[src/rtl/tts_pkg.sv]
package tts_pkg;

    typedef enum logic [2:0] {
        ST_IDLE    = 3'd0,
        ST_READ    = 3'd1,
        ST_TAS     = 3'd2,
        ST_BACKOFF = 3'd3,
        ST_HELD    = 3'd4,
        ST_RELEASE = 3'd5
    } tts_state_e;

    typedef enum logic [1:0] {
        OP_READ  = 2'b00,
        OP_TAS   = 2'b01,
        OP_WRITE = 2'b10
    } tts_op_e;

endpackage

[src/rtl/tts_backoff.sv]
module tts_backoff #(
    parameter int MIN_DELAY = 4,
    parameter int MAX_DELAY = 256
) (
    input  logic clk,
    input  logic rst_n,
    input  logic start,
    input  logic clear,
    output logic expired
);
    localparam int CW = $clog2(MAX_DELAY + 1);
    localparam logic [CW-1:0] MIN_C  = CW'(MIN_DELAY);
    localparam logic [CW-1:0] MAX_C  = CW'(MAX_DELAY);
    localparam logic [CW-1:0] HALF_C = CW'(MAX_DELAY / 2);

    logic [CW-1:0] delay_q;
    logic [CW-1:0] cnt_q;

    function automatic logic [CW-1:0] grow(input logic [CW-1:0] d);
        if (d >= HALF_C) begin
            return MAX_C;
        end
        return d << 1;
    endfunction

    // Current delay: doubles per failure, capped, back to floor on clear.
    always_ff @(posedge clk) begin
        if (!rst_n) begin
            delay_q <= MIN_C;
        end else if (clear) begin
            delay_q <= MIN_C;
        end else if (start) begin
            delay_q <= grow(delay_q);
        end
    end

    // Countdown: loaded with the current delay, one cycle per count.
    always_ff @(posedge clk) begin
        if (!rst_n) begin
            cnt_q <= '0;
        end else if (start) begin
            cnt_q <= delay_q;
        end else if (cnt_q != '0) begin
            cnt_q <= cnt_q - 1'b1;
        end
    end

    assign expired = (cnt_q == CW'(1));

endmodule

[src/rtl/tts_req_tracker.sv]
module tts_req_tracker (
    input  logic clk,
    input  logic rst_n,
    input  logic issue,
    input  logic rsp_valid,
    output logic pending,
    output logic rsp_fire
);
    logic pend_q;

    always_ff @(posedge clk) begin
        if (!rst_n) begin
            pend_q <= 1'b0;
        end else if (issue) begin
            pend_q <= 1'b1;
        end else if (rsp_valid) begin
            pend_q <= 1'b0;
        end
    end

    assign pending  = pend_q;
    assign rsp_fire = pend_q && rsp_valid;

endmodule

[src/rtl/tts_req_mux.sv]
module tts_req_mux
    import tts_pkg::*;
#(
    parameter int DW = 32
) (
    input  tts_state_e    state,
    input  logic          pending,
    output logic          req_valid,
    output logic [1:0]    req_op,
    output logic [DW-1:0] req_wdata
);
    always_comb begin
        req_valid = 1'b0;
        req_op    = OP_READ;
        req_wdata = '0;
        unique case (state)
            ST_READ: begin
                req_valid = !pending;
                req_op    = OP_READ;
            end
            ST_TAS: begin
                req_valid = !pending;
                req_op    = OP_TAS;
            end
            ST_RELEASE: begin
                req_valid = !pending;
                req_op    = OP_WRITE;
            end
            default: begin
                req_valid = 1'b0;
            end
        endcase
    end

endmodule

[src/rtl/tts_lock_engine.sv]
module tts_lock_engine
    import tts_pkg::*;
#(
    parameter int DW        = 32,
    parameter int MIN_DELAY = 4,
    parameter int MAX_DELAY = 256
) (
    input  logic          clk,
    input  logic          rst_n,
    input  logic          acq_req,
    input  logic          rel_req,
    output logic          req_valid,
    output logic [1:0]    req_op,
    output logic [DW-1:0] req_wdata,
    input  logic          rsp_valid,
    input  logic [DW-1:0] rsp_data,
    output logic          acquired,
    output logic          released,
    output logic          rel_err,
    output logic          lock_held
);
    tts_state_e state_q, state_d;

    logic pending;
    logic rsp_fire;
    logic word_free;
    logic bo_start;
    logic bo_clear;
    logic bo_expired;

    logic acquired_q;
    logic released_q;
    logic rel_err_q;

    assign word_free = (rsp_data == '0);
    assign bo_start  = (state_q == ST_TAS) && rsp_fire && !word_free;
    assign bo_clear  = (state_q == ST_TAS) && rsp_fire &&  word_free;

    tts_req_tracker u_track (
        .clk       (clk),
        .rst_n     (rst_n),
        .issue     (req_valid),
        .rsp_valid (rsp_valid),
        .pending   (pending),
        .rsp_fire  (rsp_fire)
    );

    tts_req_mux #(.DW(DW)) u_mux (
        .state     (state_q),
        .pending   (pending),
        .req_valid (req_valid),
        .req_op    (req_op),
        .req_wdata (req_wdata)
    );

    tts_backoff #(
        .MIN_DELAY (MIN_DELAY),
        .MAX_DELAY (MAX_DELAY)
    ) u_backoff (
        .clk     (clk),
        .rst_n   (rst_n),
        .start   (bo_start),
        .clear   (bo_clear),
        .expired (bo_expired)
    );

    // State register
    always_ff @(posedge clk) begin
        if (!rst_n) begin
            state_q <= ST_IDLE;
        end else begin
            state_q <= state_d;
        end
    end

    // Next-state logic
    always_comb begin
        state_d = state_q;
        unique case (state_q)
            ST_IDLE: begin
                if (acq_req) state_d = ST_READ;
            end
            ST_READ: begin
                if (rsp_fire && word_free) state_d = ST_TAS;
            end
            ST_TAS: begin
                if (rsp_fire) state_d = word_free ? ST_HELD : ST_BACKOFF;
            end
            ST_BACKOFF: begin
                if (bo_expired) state_d = ST_READ;
            end
            ST_HELD: begin
                if (rel_req) state_d = ST_RELEASE;
            end
            ST_RELEASE: begin
                if (rsp_fire) state_d = ST_IDLE;
            end
            default: state_d = ST_IDLE;
        endcase
    end

    // Registered client outputs
    always_ff @(posedge clk) begin
        if (!rst_n) begin
            acquired_q <= 1'b0;
            released_q <= 1'b0;
            rel_err_q  <= 1'b0;
        end else begin
            acquired_q <= bo_clear;
            released_q <= (state_q == ST_RELEASE) && rsp_fire;
            rel_err_q  <= rel_req && (state_q != ST_HELD);
        end
    end

    assign acquired  = acquired_q;
    assign released  = released_q;
    assign rel_err   = rel_err_q;
    assign lock_held = (state_q == ST_HELD);

endmodule

[config.mk]
export PLATFORM = sky130hd
export DESIGN_NAME = tts_lock_engine
export DESIGN_NICKNAME = d
export VERILOG_FILES = /design/src/rtl/tts_pkg.sv /design/src/rtl/tts_backoff.sv /design/src/rtl/tts_req_tracker.sv /design/src/rtl/tts_req_mux.sv /design/src/rtl/tts_lock_engine.sv
export SDC_FILE = /design/constraint.sdc
export NUM_CORES = 1
export LEC_CHECK = 0
export BUFFER_PORTS_ARGS = -buffer_cell sky130_fd_sc_hd__buf_2
export CAP_MARGIN = 10
export CORE_MARGIN = 1
export CORE_UTILIZATION = 40
export CTS_CLUSTER_DIAMETER = 100
export DETAILED_ROUTE_END_ITERATION = 10
export PLACE_DENSITY = 0.78
export SLEW_MARGIN = 25
export SYNTH_ARGS = -nofsm -noshare
export SYNTH_HDL_FRONTEND = slang
export SYNTH_SLANG_ARGS = --single-unit
[constraint.sdc]
create_clock -name clk -period 1.6 [get_ports clk]
set_input_delay 0.08 -clock clk [delete_from_list [all_inputs] [get_ports clk]]
set_output_delay 0.08 -clock clk [all_outputs]
set_load 0.01 [all_outputs]
* Word-level counts from Yosys, hierarchy flattened *
Cells that the tools add are included.
W data, S select, Z words.

operators by class
  add/subtract/negate cells = 1
  $mul = 0
  divide/modulo/power cells = 0
  $lt $le $gt $ge = 1
  equal/unequal tests = 13
  shift operators = 0
  multiplexer cells = 20
  bitwise gates (word level) = 1
  reduce and logical (&&, ||, !) cells = 17

operators with widths
  cell                   count
  $mux W9                4
  $logic_not A32 Y1      1
  $mux W3                7
  $pmux W3 S6            1
  $ne A2 B2 Y1 const B   6
  $eq A9 B1 Y1 const B   1
  $ge A9 B8 Y1 const B   1
  $reduce_bool A9 Y1     1
  $sub A9 B1 Y9 const B  1
  $logic_and A1 B1 Y1    7
  $mux W1                7
  $eq A3 B2 Y1 const B   2
  $eq A3 B3 Y1 const B   2
  $reduce_and A6 Y1      1
  $pmux W2 S2            1
  $reduce_bool A2 Y1     2
  $eq A3 B1 Y1 const B   1
  $logic_not A3 Y1       1
  $ne A3 B3 Y1 const B   1
  $reduce_or A3 Y1       1
  $logic_not A1 Y1       2
  $reduce_or A2 Y1       1
  $not A1 Y1             1

word-level totals
  bits in registers = 25
  bits in latches = 0
  memory bits (writable) = 0
  memory bits (read-only) = 0
  input bits = 37
  memories kept = 0

* Logic depth before layout (Yosys ltp) *
  word-level depth = 7
  depth in mapped cells = 8

* By module *
A second synthesis with hierarchy kept.

unflattened totals
  cells, all modules = 175
  area total of the unflattened synthesis = 1438.9 um2

modules (own cells, without submodules)
  module           instances  cells an instance  area an instance (um2)  sequential area each (um2)
  tts_backoff      1          84                 737.0                   320.3
  tts_lock_engine  1          50                 380.4                   120.1
  tts_req_mux      1          37                 280.3                   0.0
  tts_req_tracker  1          4                  41.3                    20.0

* Least setup slack after synthesis *
OpenSTA, ideal clock, no wires.

  path kind = register -> register
  start = register u_backoff.cnt_q[0]
  end = register u_backoff.cnt_q[6]
  setup time = 0.123 ns
  arrival = 1.590 ns
  required time = 1.477 ns
  setup slack = -0.113 ns
  stages on the path, launching flop included = 8
  path buffers = 1
  period minus slack after synthesis = 1.713 ns
  cell sequence = dfxtp_1 > inv_1 > ha_1 > or3b_2 > clkbuf_1 > o31a_1 > o21ai_0 > mux2i_1

between the ends
  cells in the longest elaborated chain, start to end = 3
  elaborated cells between the ends (all ways) = 5
  classes of those cells = add/sub: 1; mux: 2; reduce/logical: 2

ends and longest elaborated chain
  what                    line               text
  start, declared         tts_backoff.sv:17  logic [CW-1:0] cnt_q;
  start signal, assigned  tts_backoff.sv:42  cnt_q <= delay_q;
  start signal, assigned  tts_backoff.sv:44  cnt_q <= cnt_q - 1'b1;
  $sub A9 B1 Y9           tts_backoff.sv:44
  $mux W9                 tts_backoff.sv:43  end else if (cnt_q != '0) begin
  $mux W9                 tts_backoff.sv:41  end else if (start) begin

Parallel ways exist; a longest one is shown, timed or not. The select of a mux whose other input is x is not followed.
A chain may end at the register's enable or synchronous reset.

* Worst setup path after layout *
Same ends and word-level chain as after synthesis.

==> results.md <==
* Synth Area per Inst at 8.31 µm²
* Final Hold Viols at 0
* RSZ-0062 raised after global routing: yes
* Worst R2R Start: u_backoff.cnt_q[0]$_SDFFE_PN0P_
* Layout area overhead at 21.0%
* Total Power at 0.972 mW
* Die width at 62.5 µm
* Worst Setup Start Kind: flop
* Vias in the first global route at 1150
* Pwr Density at 550 nW/µm²
* DP Wirelength at 2.29 mm
* First-pass GRT wire length at 4.97 mm
* LEAKAGE at 0.851 nW
* Sequential Power Share at 60.4%
* Crit-path slowest cell: or3b_4
* Largest net degree at the start of global routing at 21
* Initial antenna violation count at 0
* CTS sink count at 23
* Final setup viols at 0
* Crit path max fanout at 6
* Rows at 21
* GPL Wtd Cong at 0.856
* Port buffer count at 43
* Logic pwr share at 12.6%
* Seq/Total Area, Yosys at 31.5%
* WS Path Type: flop to flop
* Clk_skew at 0.00137 ns
* Synth area leader: dfxtp_1
* Crit path launch: u_backoff.cnt_q[0]$_SDFFE_PN0P_
* Max-slew violation count at 0
* Worst EP required at 1.80 ns
* TritonCTS clock tree: yes
* Ports at 76
* Switching power at 0.248 mW
* Synth cell types at 44
* Via/cell ratio at 4.80
* Core ar. at 3420 µm²
* Yosys warns at 0
* Share of cells above drive strength 1 at 34.5%
* Critical path depth at 6
* CP max stage delay at 0.42 ns
* WP data arrival at 1.75 ns
* Largest cells by area after synthesis: dfxtp_1 (31%), buf_4 (16%), mux2i_1 (4.8%)
* Full die area at 3900 µm²
* R2r setup slk at 0.05 ns
* CP top delay family: simple AND/OR/NAND/NOR gates
* Post-synth top area share at 31.5%
* H-tree depth at 1
* CTS root buf: clkbuf_4
* GR Util All Layers at 15.6%
* DR iter-0 viols at 101
* Switching Share at 25.5%
* Hold path depth at 3
* Flops & latches, synth at 23
* GRT overflow at 0
* DR DRC count at 0
* Critical-path cell list: inv_2 -> ha_2 -> or3b_4 -> o31a_1 -> o21ai_2 -> mux2i_1
* Synthesized area at 1460 µm²
* Total Wirelength at 3.02 mm
* Filler cell count at 330
* Clock slew at the register clock pins of the worst setup and hold paths at 0.12 ns
* Final net count at 269
* Hold WC Path Type: primary input to flop
* Status: complete, no violations
* Highest achievable clock rate at 646 MHz
* Clock share of power at 27.0%
* Cell count after synthesis at 176
* Initial core utilization at 42.8%
* Worst-case clock buffer depth at 2
* Setup crit end kind: flop
* Internal Pwr Total at 0.725 mW
* Bufs and invs on worst path at 1
* Fraction of registers with async set/reset at 0%
* Most used flip-flop cell after synthesis: dfxtp_1
* EDFF count, synth at 0
* Worst reg2reg path depth at 6
* Vias at 1320
* Wire per inst at 11.0 µm
* Max VDD drop at 0.197 mV
* CTS Buf Count at 3
* WHS at 0.129 ns
* Final ANT Viol Nets at 0
* Max-cap violations at 0
* Tcrit/Tclk final at 96.7%
* # diodes at 0
* Die Ht at 62.5 µm
* Clock latency on the worst-skew pair at 0.30 ns
* Hold path startpoint: rsp_valid
* Final worst path period need at 1.55 ns
* DR pass1 iterations at 5
-- cell families after synthesis --
logic type,count (synthesis),synth area share [%]
compound gates,27,13.9
xor+xnor,3,1.80
fa+ha+maj,2,1.71
buf+inv,44,21.1
flops,23,31.5
mux,7,4.79
other cells,1,0.256
simple gates,69,24.9
-- cell usage after synthesis, types with 2 or more instances --
cell / instances
a21oi_1: 2
a41oi_1: 2
and2_1: 5
and3_1: 2
buf_4: 32
clkbuf_1: 6
dfxtp_1: 23
ha_1: 2
inv_1: 3
mux2i_1: 7
nand2_1: 18
nand3_1: 12
nor2_1: 9
nor3_1: 5
nor4_1: 8
o21ai_0: 4
o31ai_1: 7
or3_1: 2
xor2_1: 2
-- registers in the layout, summed over array words and instances (netlist names) --
signal             flops
acquired               1
rel_err                1
released               1
state_q                3
u_backoff.cnt_q        9
u_backoff.delay_q      7
u_track.pending        1
-- stage by stage --
stage | setup WS (ns) | utilization [%] | TNS [ns] | instances | instance area (µm²)
2_1_floorplan | -0.0501 | - | -0.0501 | 207 | 1590
3_3_place_gp | -0.0700 | 48.8 | -0.886 | 269 | 1670
3_5_place_dp | -0.0830 | 48.8 | -0.755 | 269 | 1670
4_1_cts | 0.0158 | 50.0 | 0 | 274 | 1710
5_1_grt | -0.0260 | 51.8 | -0.0260 | 275 | 1770
6_report | 0.0526 | 51.8 | 0 | 275 | 1770
-- timing repair --
item                                    4_1_cts  5_1_grt
pin swaps                                     0        3
endpoints found under the setup margin        3       10
resized for setup                             2       14
setup buffers                                 0        1
endpoints found under the hold margin         1        0
hold buffers                                  1        0
-- final timing paths --
path / endpoint
worst max-delay path: u_backoff.cnt_q[6]$_SDFFE_PN0P_
worst min-delay path: released$_SDFF_PN0_
worst max register to register: u_backoff.cnt_q[6]$_SDFFE_PN0P_
worst min register to register: u_backoff.delay_q[2]$_SDFFE_PP1P_
-- layout make-up --
type	count	area, µm²	share of cell area [%]
clock buffer	4	26.3	1.49
multi-input combinational	140	868	49.1
inverter	3	11.3	0.636
timing repair buffer	59	342	19.3
tap	46	57.6	3.25
sequential	23	464	26.2
-- tightest hold or removal path: stages --
cell and delay [ns]:
buf_2 0.13, nand4_1 0.14, nor2_1 0.05
-- power by group through the flow --
stage	registers, mW	clock network [mW]	logic (mW)
2_1_floorplan	0.592	0	0.128
3_3_place_gp	0.600	0	0.118
3_5_place_dp	0.600	0	0.119
4_1_cts	0.587	0.274	0.121
5_1_grt	0.589	0.294	0.138
6_report	0.587	0.263	0.123
-- per-layer routing --
metal,routed length (µm),GRT usage (%)
met2,1510,26.8
met4,25,5.23
met1,1300,19.8
met3,183,2.19
met5,0,0
-- layout by cell type (no fill, tap or decap), types with 3 or more instances in the layout --
cell,n
dfxtp_2,3
buf_2,43
buf_4,14
nor4_1,8
o31ai_1,6
conb_1,32
nand3_1,11
clkbuf_4,3
nor3_1,3
nor2_1,9
nand2_1,18
and2_1,5
mux2i_1,7
dfxtp_1,20
Note: power is estimated with default switching activity, not from simulation.
